### config.mk
export PLATFORM = sky130hd
export DESIGN_NAME = boot_strap_seq
export DESIGN_NICKNAME = d
export VERILOG_FILES = /design/src/rtl/boot_pkg.sv /design/src/rtl/strap_decode.sv /design/src/rtl/retry_timer.sv /design/src/rtl/boot_strap_seq.sv
export SDC_FILE = /design/constraint.sdc
export NUM_CORES = 1
export LEC_CHECK = 0
export BUFFER_PORTS_ARGS = -buffer_cell sky130_fd_sc_hd__buf_4
export CAP_MARGIN = 25
export CORE_ASPECT_RATIO = 0.7
export CORE_UTILIZATION = 65
export DETAILED_ROUTE_END_ITERATION = 10
export GPL_ROUTABILITY_DRIVEN = 0
export HOLD_SLACK_MARGIN = 0.06
export PLACE_DENSITY = 0.85
export SLEW_MARGIN = 20
export SYNTH_ARGS = -nofsm -noshare
export SYNTH_HDL_FRONTEND = slang
export SYNTH_HIERARCHICAL = 1
export SYNTH_SLANG_ARGS = --single-unit
### constraint.sdc
create_clock -name clk -period 4.6 [get_ports clk]
set_input_delay 0.46 -clock clk [delete_from_list [all_inputs] [get_ports clk]]
set_output_delay 0.46 -clock clk [all_outputs]
set_load 0.03 [all_outputs]
### src/rtl/boot_pkg.sv
package boot_pkg;

  typedef enum logic [2:0] {
    DB_NORESP   = 3'd0,
    DB_WAIT_INT = 3'd1,
    DB_WAIT_EXT = 3'd2,
    DB_ECW_INT  = 3'd3,
    DB_ECW_EXT  = 3'd4,
    DB_NOWAIT   = 3'd5
  } db_mode_e;

  typedef enum logic [2:0] {
    FB_SAFE = 3'd0,
    FB_INF  = 3'd1,
    FB_C1   = 3'd2,
    FB_C2   = 3'd3,
    FB_C3   = 3'd4,
    FB_C4   = 3'd5,
    FB_C5   = 3'd6,
    FB_RSVD = 3'd7
  } fb_cfg_e;

  typedef struct packed {
    db_mode_e mode;
    fb_cfg_e  fb;
  } strap_dec_t;

  // sink path bits: [0] internal switch, [1] external path
  function automatic logic [1:0] mode_db_path(input db_mode_e m);
    case (m)
      DB_WAIT_INT, DB_ECW_INT: return 2'b01;
      DB_WAIT_EXT, DB_ECW_EXT: return 2'b10;
      default:                 return 2'b00;
    endcase
  endfunction

  function automatic logic [1:0] fb_path(input fb_cfg_e f);
    case (f)
      FB_C2, FB_C3: return 2'b01;
      FB_C4, FB_C5: return 2'b10;
      default:      return 2'b00;
    endcase
  endfunction

  // modes that stall until the 3.3-V rail is up
  function automatic logic mode_needs_rail(input db_mode_e m);
    return (m == DB_NORESP) || (m == DB_WAIT_INT) || (m == DB_WAIT_EXT);
  endfunction

endpackage

### src/rtl/strap_decode.sv
module strap_decode
  import boot_pkg::*;
#(
  parameter int CODE_W = 8
) (
  input  logic              strap,
  input  logic [CODE_W-1:0] code,
  output strap_dec_t        dec
);
  localparam int FULL = (1 << CODE_W) - 1;
  localparam int PW   = CODE_W + 8;

  function automatic logic [6:0] to_pct(input logic [CODE_W-1:0] c);
    logic [PW-1:0] prod;
    prod = PW'(c) * PW'(100);
    return 7'(prod / PW'(FULL));
  endfunction

  logic [6:0] pct;
  logic [3:0] tens, units, band;

  always_comb begin
    pct   = to_pct(code);
    tens  = 4'(pct / 7'd10);
    units = 4'(pct % 7'd10);
    band  = (tens == 4'd10) ? 4'd9 : tens;
    dec.mode = DB_NORESP;
    dec.fb   = FB_SAFE;
    if (strap) begin
      if (tens >= 4'd6) begin
        dec.mode = DB_NOWAIT;
      end else if (units != 4'd9) begin
        case (tens)
          4'd2: dec.mode = DB_WAIT_INT;
          4'd3: begin dec.mode = DB_ECW_INT; dec.fb = FB_INF; end
          4'd4: dec.mode = DB_WAIT_EXT;
          4'd5: begin dec.mode = DB_ECW_EXT; dec.fb = FB_INF; end
          default: ;
        endcase
      end
    end else if (band != 4'd0 && (units != 4'd9 || band == 4'd9)) begin
      case (band)
        4'd1: begin dec.mode = DB_NORESP;  dec.fb = FB_C1;   end
        4'd2: begin dec.mode = DB_NOWAIT;  dec.fb = FB_C2;   end
        4'd3: begin dec.mode = DB_ECW_INT; dec.fb = FB_INF;  end
        4'd4: begin dec.mode = DB_NOWAIT;  dec.fb = FB_C3;   end
        4'd5: begin dec.mode = DB_ECW_EXT; dec.fb = FB_INF;  end
        4'd6: begin dec.mode = DB_NOWAIT;  dec.fb = FB_C4;   end
        4'd7: begin dec.mode = DB_NOWAIT;  dec.fb = FB_RSVD; end
        4'd8: begin dec.mode = DB_NORESP;  dec.fb = FB_RSVD; end
        default: begin dec.mode = DB_NOWAIT; dec.fb = FB_C5; end
      endcase
    end
  end
endmodule

### src/rtl/retry_timer.sv
module retry_timer #(
  parameter int GAP_W = 8
) (
  input  logic             clk,
  input  logic             rst_n,
  input  logic             start,
  input  logic [GAP_W-1:0] gap,
  output logic             expired
);
  logic [GAP_W-1:0] cnt_q;

  always_ff @(posedge clk or negedge rst_n) begin
    if (!rst_n)              cnt_q <= '0;
    else if (start)          cnt_q <= gap;
    else if (cnt_q != '0)    cnt_q <= cnt_q - 1'b1;
  end

  assign expired = (cnt_q == '0);

  // the gap shrinks by one per clock once loaded
  assert_gap_countdown_R9: assert property (@(posedge clk) disable iff (!rst_n)
    (!start && !expired) |=> (cnt_q == $past(cnt_q) - 1'b1));
endmodule

### src/rtl/boot_strap_seq.sv
module boot_strap_seq
  import boot_pkg::*;
#(
  parameter int CODE_W = 8,
  parameter int GAP_W  = 8
) (
  input  logic              clk,
  input  logic              rst_n,
  input  logic              strap_lvl,
  input  logic [CODE_W-1:0] div_code,
  input  logic              v3p3_ok,
  input  logic              vbus_ok,
  input  logic              load_done,
  input  logic              load_fail,
  input  logic [1:0]        cfg_path,
  input  logic [GAP_W-1:0]  retry_gap,
  output logic              int_sink_en,
  output logic              ext_sink_en,
  output logic              load_req,
  output logic [2:0]        cfg_sel,
  output logic              fallback_act,
  output logic              boot_done
);
  typedef enum logic [2:0] {
    ST_SAMPLE, ST_HOLD, ST_REQ, ST_WAIT, ST_GAP, ST_DONE
  } seq_st_e;

  seq_st_e    st_q;
  db_mode_e   mode_q;
  fb_cfg_e    fb_q;
  logic [1:0] path_q;
  logic       fb_act_q;
  strap_dec_t dec;

  // named internal events
  logic ev_latch, ev_accept, ev_reject, ev_retry, gap_expired;

  strap_decode #(.CODE_W(CODE_W)) u_dec (
    .strap (strap_lvl),
    .code  (div_code),
    .dec   (dec)
  );

  assign ev_latch  = (st_q == ST_SAMPLE);
  assign ev_accept = (st_q == ST_WAIT) && load_done;
  assign ev_reject = (st_q == ST_WAIT) && !load_done && load_fail;
  assign ev_retry  = ev_reject && (fb_q == FB_INF);

  retry_timer #(.GAP_W(GAP_W)) u_gap (
    .clk     (clk),
    .rst_n   (rst_n),
    .start   (ev_retry),
    .gap     (retry_gap),
    .expired (gap_expired)
  );

  always_ff @(posedge clk or negedge rst_n) begin
    if (!rst_n) begin
      st_q     <= ST_SAMPLE;
      mode_q   <= DB_NORESP;
      fb_q     <= FB_SAFE;
      path_q   <= 2'b00;
      fb_act_q <= 1'b0;
    end else begin
      case (st_q)
        ST_SAMPLE: begin
          mode_q <= dec.mode;
          fb_q   <= dec.fb;
          path_q <= mode_db_path(dec.mode);
          st_q   <= mode_needs_rail(dec.mode) ? ST_HOLD : ST_REQ;
        end
        ST_HOLD: if (v3p3_ok) st_q <= ST_REQ;
        ST_REQ:  st_q <= ST_WAIT;
        ST_WAIT: begin
          if (ev_accept) begin
            path_q <= cfg_path;
            st_q   <= ST_DONE;
          end else if (ev_retry) begin
            st_q   <= ST_GAP;
          end else if (ev_reject) begin
            path_q   <= fb_path(fb_q);
            fb_act_q <= 1'b1;
            st_q     <= ST_DONE;
          end
        end
        ST_GAP:  if (gap_expired) st_q <= ST_REQ;
        ST_DONE: st_q <= ST_DONE;
        default: st_q <= ST_SAMPLE;
      endcase
    end
  end

  assign int_sink_en  = path_q[0] & vbus_ok;
  assign ext_sink_en  = path_q[1] & vbus_ok;
  assign load_req     = (st_q == ST_REQ);
  assign cfg_sel      = fb_q;
  assign fallback_act = fb_act_q;
  assign boot_done    = (st_q == ST_DONE);

  assert_cfg_frozen_R4: assert property (@(posedge clk) disable iff (!rst_n)
    !ev_latch |=> $stable(cfg_sel));

  assert_noresp_open_R5: assert property (@(posedge clk) disable iff (!rst_n)
    (!boot_done && mode_q == DB_NORESP) |-> !(int_sink_en || ext_sink_en));

  assert_rail_before_req_R6: assert property (@(posedge clk) disable iff (!rst_n)
    (load_req && mode_needs_rail(mode_q)) |-> $past(v3p3_ok));

  assert_req_single_R8: assert property (@(posedge clk) disable iff (!rst_n)
    load_req |=> !load_req);

  assert_inf_no_fallback_R9: assert property (@(posedge clk) disable iff (!rst_n)
    (fb_q == FB_INF) |-> !fallback_act);

  assert_done_sticky_R10: assert property (@(posedge clk) disable iff (!rst_n)
    boot_done |=> boot_done);

  assert_fallback_done_R11: assert property (@(posedge clk) disable iff (!rst_n)
    fallback_act |-> boot_done);

  assert_vbus_gate_R12: assert property (@(posedge clk) disable iff (!rst_n)
    (int_sink_en || ext_sink_en) |-> vbus_ok);
endmodule

==> metrics.csv, run 1 <==
metric,value,unit
synth_area_leader_cell,ha_1,
stop_error,"[ERROR DPL-0038] Utilization greater than 100%, impossible to legalize",
synthFlopType,dfrtp_1,
io_buffers,32,
rows,27,
async_flop_share,100,%
stop_stage,detailed placement,
netlist-cell-type-count,109,
die_y,77.5,um
netlist_area,5290,um2
synth-seq-cells,17,
netlist_instances,699,
ys_seq_area_share,8.05,%
io_pins,33,
die_w,110,um
syn_nets,768,
synthTopCellsByArea,"ha_1, dfrtp_1, a21oi_1, nand2_1, nor2_1",
avgSynthCellArea,7.56,um2
outcome,stopped before the end,
initial_utilization,67.2,%
yosysWarnings,6,
synth_edf_count,0,
yosys.area.top_type_share,9.70,%
-- Yosys cell counts, types with 12 or more instances --
cell / number
a21oi_1: 53
and2_1: 14
dfrtp_1: 17
ha_1: 41
inv_1: 31
nand2_1: 54
nand3_1: 20
nand4_1: 12
nor2_1: 53
nor3_1: 31
nor4_1: 15
o21ai_0: 29
o21ai_1: 12
xnor2_1: 21
xor2_1: 12
-- metrics by stage --
| stage | hold slack [ns] | std cells | setup TNS [ns] |
|---|---|---|---|
| 2_1_floorplan | 0.164 | 699 | -38.52 |
| 3_3_place_gp | 0.329 | 1076 | -39.52 |
-- logic make-up after synthesis --
kind of cell,after synthesis,share of synthesized area [%]
simple gates,285,30.1
compound gates,250,38.0
buf+inv,55,4.50
fa+ha+maj,44,10.8
xor+xnor,33,5.47
flops,17,8.05
mux,15,3.08
==> run 2, diff against run 1 <==
--- a/config.mk
+++ b/config.mk
@@ -7,12 +7,10 @@
 export LEC_CHECK = 0
 export BUFFER_PORTS_ARGS = -buffer_cell sky130_fd_sc_hd__buf_4
 export CAP_MARGIN = 25
-export CORE_ASPECT_RATIO = 0.7
-export CORE_UTILIZATION = 65
+export CORE_UTILIZATION = 40
 export DETAILED_ROUTE_END_ITERATION = 10
 export GPL_ROUTABILITY_DRIVEN = 0
-export HOLD_SLACK_MARGIN = 0.06
-export PLACE_DENSITY = 0.85
+export PLACE_DENSITY_LB_ADDON = 0.15
 export SLEW_MARGIN = 20
 export SYNTH_ARGS = -nofsm -noshare
 export SYNTH_HDL_FRONTEND = slang
==> run 2 against run 1 <==
Compared with the run above: the flow now finishes, with violations (negative setup slack); synthesized cell count stayed put; synthesized area stayed put.
==> metrics.csv, run 2 <==
metric,value,unit,change
outcome,"finished, violations left",,
violations,negative setup slack,,
first_iter_violations,449,,
grt_pass1_vias,6979,,
root_buffer,clkbuf_16,,
drv_cap,0,,
ys_seq_area_share,8.05,%,unchanged
dr.pass1.iters,5,,
worst-slew-pin-transition,0.779,ns,
drv_slew,0,,
die_w,117,um,+6.5%
dieArea,13700,um2,
wire_per_inst,18.3,um,
io_buffers,32,,unchanged
crit_path_end_kind,flip-flop,,
clkSinkCount,17,,
max_stage_delay,0.55,ns,
die_y,117,um,+51%
final_cell_mix,"buf_4, nand2_1, nor2_1",,
synth_edf_count,0,,unchanged
yosys.area.top_type_share,9.70,%,unchanged
start_kind,input pin,,
drt_wl_total,22.6,mm,
setup_violations,7,,
timing.fmax,95.0,MHz,
cp_max_fo,8,,
ff_latch_area,425,um2,
ant_nets,0,,
crit_required,4.73,ns,
rows,41,,+52%
post-route-period-util,229,%,
crit_arrival,10.66,ns,
core,12800,um2,
grt_usage,29.3,%,
hold_path_class,input pin to async pin,,
cts_buffers,3,,
fillers,836,,
drc_errors,0,,
finalNetCount,1134,,
ctsHoldBuffers,0,,
num_vias,7473,,
synthFlopType,dfrtp_1,,
setup_ws,-5.93,ns,
num_antenna_cells,0,,
io_pins,33,,unchanged
grt_pass1_wl,32.5,mm,
gr-usage-met3,2.21,%,
cts_tree,built,,
criticalPathCategory,input pin to flip-flop,,
clk_latency,0.25,ns,
layout_commonest_cell,buf_4,,
netlist_area,5290,um2,unchanged
cts_max_level,1,,
grtUsageMet2,53.1,%,
viasPerCell,6.05,,
fin_cells,1236,,
placed_cells,1158,,
synth-seq-cells,17,,unchanged
maxSlewHeadroom,47.9,%,
avgSynthCellArea,7.56,um2,unchanged
syn2layout_area_growth,83.7,%,
grt_max_degree,18,,
grt_setup_unrepaired,true,,
overflow,0,,
top_register,u_gap/cnt_q,,
path_clk_slew,0.06,ns,
min_period,10.53,ns,
antenna_found_initial,0,,
synth_area_leader_cell,ha_1,,
synth.most_common_cell,nand2_1,,
gr-max-usage-layer,met2,,
dp_hpwl,15.6,mm,
use_met1,37.7,%,
multiInputGateArea,5850,um2,
slowest_stage,or4_4,,
largest_reg_flops,8,,
drive_gt1_share,55.3,%,
fin_skew,0.00547,ns,
netlist_instances,699,,unchanged
synthTopCellsByArea,"ha_1, dfrtp_1, a21oi_1, nand2_1, nor2_1",,
cts_buffer_depth,2,,
async_flop_share,100,%,unchanged
yosysWarnings,6,,unchanged
synth_commonest_cells,"nand2_1, a21oi_1, nor2_1",,
netlist-cell-type-count,109,,unchanged
initial_utilization,41.4,%,-26 points
hold_violations,0,,
syn_nets,768,,unchanged
[run 2: cell counts after synthesis]
No cell type changed its count.
[run 2: final cells by class]
type | count | share of cell area (%)
timing repair buffer | 384 | 31.0
multi-input combinational | 627 | 60.3
clock inverter | 1 | 0.0515
sequential | 17 | 4.38
tap | 172 | 2.22
clock buffer | 3 | 0.773
inverter | 32 | 1.35
[run 2: kinds of logic after synthesis]
logic type	share of synthesized area, %
simple gates	30.1
compound gates	38.0
buf+inv	4.50
fa+ha+maj	10.8
xor+xnor	5.47
flops	8.05
mux	3.08
[run 2: what timing repair did]
| action | 4_1_cts | 5_1_grt |
|---|---|---|
| endpoints found under the setup margin | 7 | 7 |
| gates cloned | 1 | 0 |
| gates resized for setup | 111 | 68 |
| pin swaps | 58 | 41 |
| setup buffers | 43 | 32 |
[run 2: final timing paths]
path | startpoint | endpoint | slack, ns | cells past startpoint
setup / recovery | div_code[1] | path_q[1]$_DFFE_PN0P_ | -5.93 | 54
hold / removal | rst_n | u_gap/cnt_q[4]$_DFFE_PN0P_ | 0.07 | 1
setup reg to reg | st_q[1]$_DFFE_PN0P_ | u_gap/cnt_q[5]$_DFFE_PN0P_ | 2.05 | 5
hold reg to reg | fallback_act$_DFFE_PN0P_ | fallback_act$_DFFE_PN0P_ | 0.49 | 1
max in group asynchronous | rst_n | u_gap/cnt_q[2]$_DFFE_PN0P_ | 4.34 | 1
min in group clk | retry_gap[0] | u_gap/cnt_q[0]$_DFFE_PN0P_ | 0.43 | 3
[run 2: critical path, delay by kind of cell]
| family | cells | cell delay [ns] |
|---|---|---|
| fa+ha+maj | 6 | 1.57 |
| compound gates | 26 | 4.90 |
| buf+inv | 12 | 1.76 |
| simple gates | 5 | 0.98 |
| xor+xnor | 4 | 0.70 |
| mux | 1 | 0.25 |
[run 2: stage by stage]
step / utilization, % / hold WS [ns] / cell area [um2] / TNS (ns) / worst slack (ns)
finish: 76.0 / 0.0669 / 9710 / -40.43 / -5.93
global route: 76.0 / 0.0871 / 9710 / -43.55 / -6.38
CTS: 71.1 / 0.0741 / 9080 / -36.68 / -5.41
detailed placement: 63.4 / 0.336 / 8100 / -42.05 / -6.25
global placement: 63.4 / 0.332 / 8100 / -39.68 / -5.84
floorplan: - / 0.164 / 5710 / -38.52 / -5.69
[run 2: layer usage]
layer / wire, um / share of wire, % / vias up
met5: 0 / 0 / -
met4: 776 / 3.4 / 0
met3: 1400 / 6.2 / 81
met2: 11100 / 49 / 339
met1: 9330 / 41 / 3577
li1: - / - / 3476
Power of run 2 is left out: the tool's default activity adds up to more than one toggle a clock period on the data nets, which glitch-free logic cannot reach.
